<file path="src/rtl/sem_bank_pkg.sv">
package sem_bank_pkg;

  // Ownership state of one token
  typedef enum logic [1:0] {
    TOK_FREE  = 2'd0,
    TOK_LEFT  = 2'd1,
    TOK_RIGHT = 2'd2
  } tok_owner_e;

  // Decoded write action of one port toward one token
  typedef struct packed {
    logic take;  // write of 0
    logic give;  // write of 1
  } tok_op_t;

endpackage

</file>
<file path="src/rtl/sem_cell.sv">
module sem_cell
  import sem_bank_pkg::*;
(
  input  logic    clk,
  input  logic    rst,
  input  tok_op_t l_op,
  input  tok_op_t r_op,
  output logic    held_l,
  output logic    held_r
);

  tok_owner_e owner_q, owner_d;
  logic       wait_l_q, wait_l_d;
  logic       wait_r_q, wait_r_d;
  logic       keep_l, keep_r;

  always_comb begin
    // releases first
    keep_l = (owner_q == TOK_LEFT)  && !l_op.give;
    keep_r = (owner_q == TOK_RIGHT) && !r_op.give;
    // pending requests: a give withdraws, a take by a non-holder registers
    wait_l_d = (wait_l_q && !l_op.give) || (l_op.take && owner_q != TOK_LEFT);
    wait_r_d = (wait_r_q && !r_op.give) || (r_op.take && owner_q != TOK_RIGHT);
    owner_d  = keep_l ? TOK_LEFT : (keep_r ? TOK_RIGHT : TOK_FREE);
    // grant a free token, left side first
    if (owner_d == TOK_FREE) begin
      if (wait_l_d) begin
        owner_d  = TOK_LEFT;
        wait_l_d = 1'b0;
      end else if (wait_r_d) begin
        owner_d  = TOK_RIGHT;
        wait_r_d = 1'b0;
      end
    end
  end

  always_ff @(posedge clk) begin
    if (rst) begin
      owner_q  <= TOK_FREE;
      wait_l_q <= 1'b0;
      wait_r_q <= 1'b0;
    end else begin
      owner_q  <= owner_d;
      wait_l_q <= wait_l_d;
      wait_r_q <= wait_r_d;
    end
  end

  assign held_l = (owner_q == TOK_LEFT);
  assign held_r = (owner_q == TOK_RIGHT);

endmodule

</file>
<file path="src/rtl/sem_read_port.sv">
module sem_read_port #(
  parameter int NUM_SEM = 8,
  parameter int DW      = 9,
  localparam int IDX_W  = (NUM_SEM > 1) ? $clog2(NUM_SEM) : 1
) (
  input  logic               clk,
  input  logic               rst,
  input  logic               sel,
  input  logic               wr,
  input  logic [IDX_W-1:0]   idx,
  input  logic [NUM_SEM-1:0] held,
  output logic [DW-1:0]      dout
);

  logic rd_bit;

  assign rd_bit = ~held[idx];

  always_ff @(posedge clk) begin
    if (rst) begin
      dout <= '1;
    end else if (sel && !wr) begin
      dout <= {DW{rd_bit}};
    end
  end

endmodule

</file>
<file path="src/rtl/sem_bank.sv">
module sem_bank
  import sem_bank_pkg::*;
#(
  parameter int NUM_SEM = 8,
  parameter int DW      = 9,
  localparam int IDX_W  = (NUM_SEM > 1) ? $clog2(NUM_SEM) : 1
) (
  input  logic             clk,
  input  logic             rst,
  input  logic             l_sel,
  input  logic [IDX_W-1:0] l_idx,
  input  logic             l_wr,
  input  logic             l_din,
  output logic [DW-1:0]    l_dout,
  input  logic             r_sel,
  input  logic [IDX_W-1:0] r_idx,
  input  logic             r_wr,
  input  logic             r_din,
  output logic [DW-1:0]    r_dout
);

  logic [NUM_SEM-1:0] held_l;
  logic [NUM_SEM-1:0] held_r;
  tok_op_t            l_op [NUM_SEM];
  tok_op_t            r_op [NUM_SEM];

  for (genvar k = 0; k < NUM_SEM; k++) begin : g_tok
    logic l_hit, r_hit;
    assign l_hit = l_sel && l_wr && (l_idx == IDX_W'(k));
    assign r_hit = r_sel && r_wr && (r_idx == IDX_W'(k));
    assign l_op[k].take = l_hit && !l_din;
    assign l_op[k].give = l_hit &&  l_din;
    assign r_op[k].take = r_hit && !r_din;
    assign r_op[k].give = r_hit &&  r_din;

    sem_cell i_cell (
      .clk    (clk),
      .rst    (rst),
      .l_op   (l_op[k]),
      .r_op   (r_op[k]),
      .held_l (held_l[k]),
      .held_r (held_r[k])
    );
  end

  sem_read_port #(.NUM_SEM(NUM_SEM), .DW(DW)) i_rd_l (
    .clk  (clk),
    .rst  (rst),
    .sel  (l_sel),
    .wr   (l_wr),
    .idx  (l_idx),
    .held (held_l),
    .dout (l_dout)
  );

  sem_read_port #(.NUM_SEM(NUM_SEM), .DW(DW)) i_rd_r (
    .clk  (clk),
    .rst  (rst),
    .sel  (r_sel),
    .wr   (r_wr),
    .idx  (r_idx),
    .held (held_r),
    .dout (r_dout)
  );

endmodule

</file>
<file path="config.mk">
export PLATFORM = sky130hd
export DESIGN_NAME = sem_bank
export DESIGN_NICKNAME = d
export VERILOG_FILES = /design/src/rtl/sem_bank_pkg.sv /design/src/rtl/sem_cell.sv /design/src/rtl/sem_read_port.sv /design/src/rtl/sem_bank.sv
export SDC_FILE = /design/constraint.sdc
export NUM_CORES = 1
export LEC_CHECK = 0
export ABC_AREA = 0
export ABC_CLOCK_PERIOD_IN_PS = 2130
export BUFFER_PORTS_ARGS = -buffer_cell sky130_fd_sc_hd__buf_4
export CAP_MARGIN = 20
export CELL_PAD_IN_SITES_DETAIL_PLACEMENT = 2
export CELL_PAD_IN_SITES_GLOBAL_PLACEMENT = 2
export CORE_MARGIN = 2
export CORE_UTILIZATION = 37
export DETAILED_ROUTE_END_ITERATION = 8
export GPL_ROUTABILITY_DRIVEN = 0
export PLACE_DENSITY = 0.85
export SLEW_MARGIN = 20
export SYNTH_ARGS = -nofsm -noshare
export SYNTH_HDL_FRONTEND = slang
export SYNTH_SLANG_ARGS = --single-unit
</file>
<file path="constraint.sdc">
create_clock -name clk -period 2.13 [get_ports clk]
set_clock_uncertainty 0.2 [all_clocks]
set_input_delay 0.1065 -clock clk [delete_from_list [all_inputs] [get_ports clk]]
set_output_delay 0.1065 -clock clk [all_outputs]
set_load 0.05 [all_outputs]
</file>
==> results.cfg <==
[run_status]
status = completed

[cts]
cts_tree = built
root_buffer = clkbuf_8
clock_latency_ps = 300
cts_num_sinks = 34
htree_levels = 2
numCtsBuffers = 5
post_cts_buffers = 0
cts.path.max_buffers = 2
clk_pin_slew_ps = 70

[detailed_routing]
antenna_left = 0
wirelength_microns = 6260
drtIter0Drc = 99
route.detailed.drc = 0
dr.pass1.iters = 4
vias = 1909
wl_per_cell_microns = 19.3
via_per_inst = 5.87

[cells_and_area]
area_delta_synth_final_pct = 13.5
drive_gt1_share_pct = 24.1
fillerInstances = 594
antennaDiodeCount = 0
final_cell_mix = 34 x dfxtp_1, 33 x buf_4, 21 x nand2b_1
num-nets-final = 267
final_common_cell = dfxtp_1

[worst_setup_path]
cp_max_fo = 7
r2r_start = g_tok[3].i_cell.owner_q[1]$_SDFF_PP0_
critPathKind = primary input to flop
required_ps = 2120
critPathLaunchType = primary input
worst_setup_path_end_kind = flop
ff2ff_path_depth = 4
worstReg2RegEnd = g_tok[3].i_cell.wait_r_q$_SDFF_PP0_
crit_arrival_ps = 2030
r2r_slack_ps = 500

[global_route]
antenna_found_initial = 0
use_met2_pct = 36.4
grt_pass1_vias = 2005
gr-usage-met1_pct = 28.3
gr-usage-all-layers_pct = 21.9
grt_pass1_wl_microns = 10400
grt-ovfl-total = 0
grt_max_degree = 30
grt_busiest_layer = met2
use_met3_pct = 4.32

[timing]
period_share_pct = 95.8
period_needed_ps = 2040
fmax_mhz = 490
slew_violations = 0
hold_slack_ps = 17.3
relSlewSlack_pct = 66.7
rsz0062_at_grt = no
worst_pin_slew_ps = 499
setup_viol = 0
tns_ps = 0
hold_violations = 0

[synthesis]
ys_types = 61
synth_fp_nets = 247
synth.avg_cell_area_sq_um = 8.88
synth_area_sq_um = 2070
ys.warnings.count = 0
synth_ff_type = dfxtp_1
synth_edf_count = 0
synthCells = 233
ys_ff_latch = 34
async_flop_share_pct = 0
yosysSeqAreaShare_pct = 32.9

[worst_hold_path]
holdPathStages = 3
hold_path_end = g_tok[6].i_cell.wait_l_q$_SDFF_PP0_
hold_class = primary input to flop
hp-start = l_din

[placement]
portBuffers = 31
dpl.hpwl_microns = 4580

[power_and_ir_drop]
power_mw = 1.37
irDropWorstVdd_mv = 0.342
leakage_nw = 0.817
p_per_area_nw_per_um2 = 583

[job]
drv_cap = 0

[floorplan]
rows = 27
dieHeight_microns = 78.8
core_sq_um = 5440
initial_core_util_pct = 38.0
die_w_microns = 78.8
io_pins = 32
die_area_sq_um = 6210
[stage by stage]
stage	setup slack, ps	util, %	std cells	area, sq um
floorplan	662	-	233	2070
global placement	451	40.7	312	2210
detailed placement	383	40.7	312	2210
CTS	155	43.2	325	2350
global route	6.82	43.2	325	2350
finish	89.9	43.2	325	2350
[power breakdown]
group          leakage (nW)  switching [mW]  internal (mW)
logic                 0.504           0.158         0.0837
registers             0.275          0.0105          0.645
clock network        0.0383           0.248          0.225
[flip-flops by register name (all words and copies together) (netlist names)]
name                   cells
g_tok.i_cell.wait_l_q      8
g_tok.i_cell.owner_q      16
i_rd_l.dout                1
i_rd_r.dout                1
g_tok.i_cell.wait_r_q      8
[area by class of cell]
type / count / area [sq um] / share of cell area, %
clock buffer: 7 / 76.3 / 3.25
inverter: 4 / 15.0 / 0.639
multi-input combinational: 169 / 1180 / 50.2
sequential: 34 / 681 / 29.0
tap: 72 / 90.1 / 3.83
timing repair buffer: 39 / 308 / 13.1
[cell families after synthesis]
| group | after synthesis | synth area share [%] |
|---|---|---|
| buf+inv | 30 | 10.1 |
| mux | 4 | 3.93 |
| flops | 34 | 32.9 |
| compound gates | 73 | 26.8 |
| simple gates | 92 | 26.2 |
[cells in the mapped netlist, drive strengths merged (6+ instances only)]
| library cell | count | area, sq um |
|---|---|---|
| a211oi | 6 | 50.1 |
| nand2 | 6 | 22.5 |
| and3 | 7 | 47.5 |
| buf | 23 | 183 |
| dfxtp | 34 | 681 |
| a31oi | 9 | 56.3 |
| nor2b | 9 | 58.8 |
| nand2b | 21 | 131 |
| a21oi | 14 | 70.1 |
| nor3 | 6 | 30.0 |
| o21ai | 9 | 45.0 |
| nor2 | 15 | 56.3 |
| a2111oi | 9 | 105 |
[worst max-delay path, cell delays in order]
cell,delay [ps]
dlygate4sd3_1,540
buf_4,130
nand4_1,360
o21bai_1,570
nor2_1,90
a31o_2,220
[per-layer routing]
metal  share of wire (%)  up-vias
met3                 4.3        9
met1                  47      956
met4                 1.8        0
li1                    -      897
met5                   0        -
met2                  47       47
[how the worst max path moves through the flow]
stage | startpoint | cells past startpoint | end | slack (ps)
after floorplan | l_idx[1] | 6 | g_tok[1].i_cell.wait_r_q$_SDFF_PP0_ | 660
after global placement | l_idx[1] | 5 | g_tok[1].i_cell.wait_r_q$_SDFF_PP0_ | 450
after detailed placement | l_idx[1] | 5 | g_tok[1].i_cell.wait_r_q$_SDFF_PP0_ | 380
after CTS | r_sel | 6 | g_tok[5].i_cell.owner_q[1]$_SDFF_PP0_ | 150
after global routing | r_idx[2] | 6 | g_tok[5].i_cell.owner_q[1]$_SDFF_PP0_ | 7
final | r_idx[2] | 6 | g_tok[5].i_cell.owner_q[1]$_SDFF_PP0_ | 90
[timing repair]
action	CTS	global route
endpoints found under the setup margin	0	0
gates resized for setup	0	0
endpoints found under the hold margin	3	0
hold buffers	6	0
(Power assumes the default switching activity.)
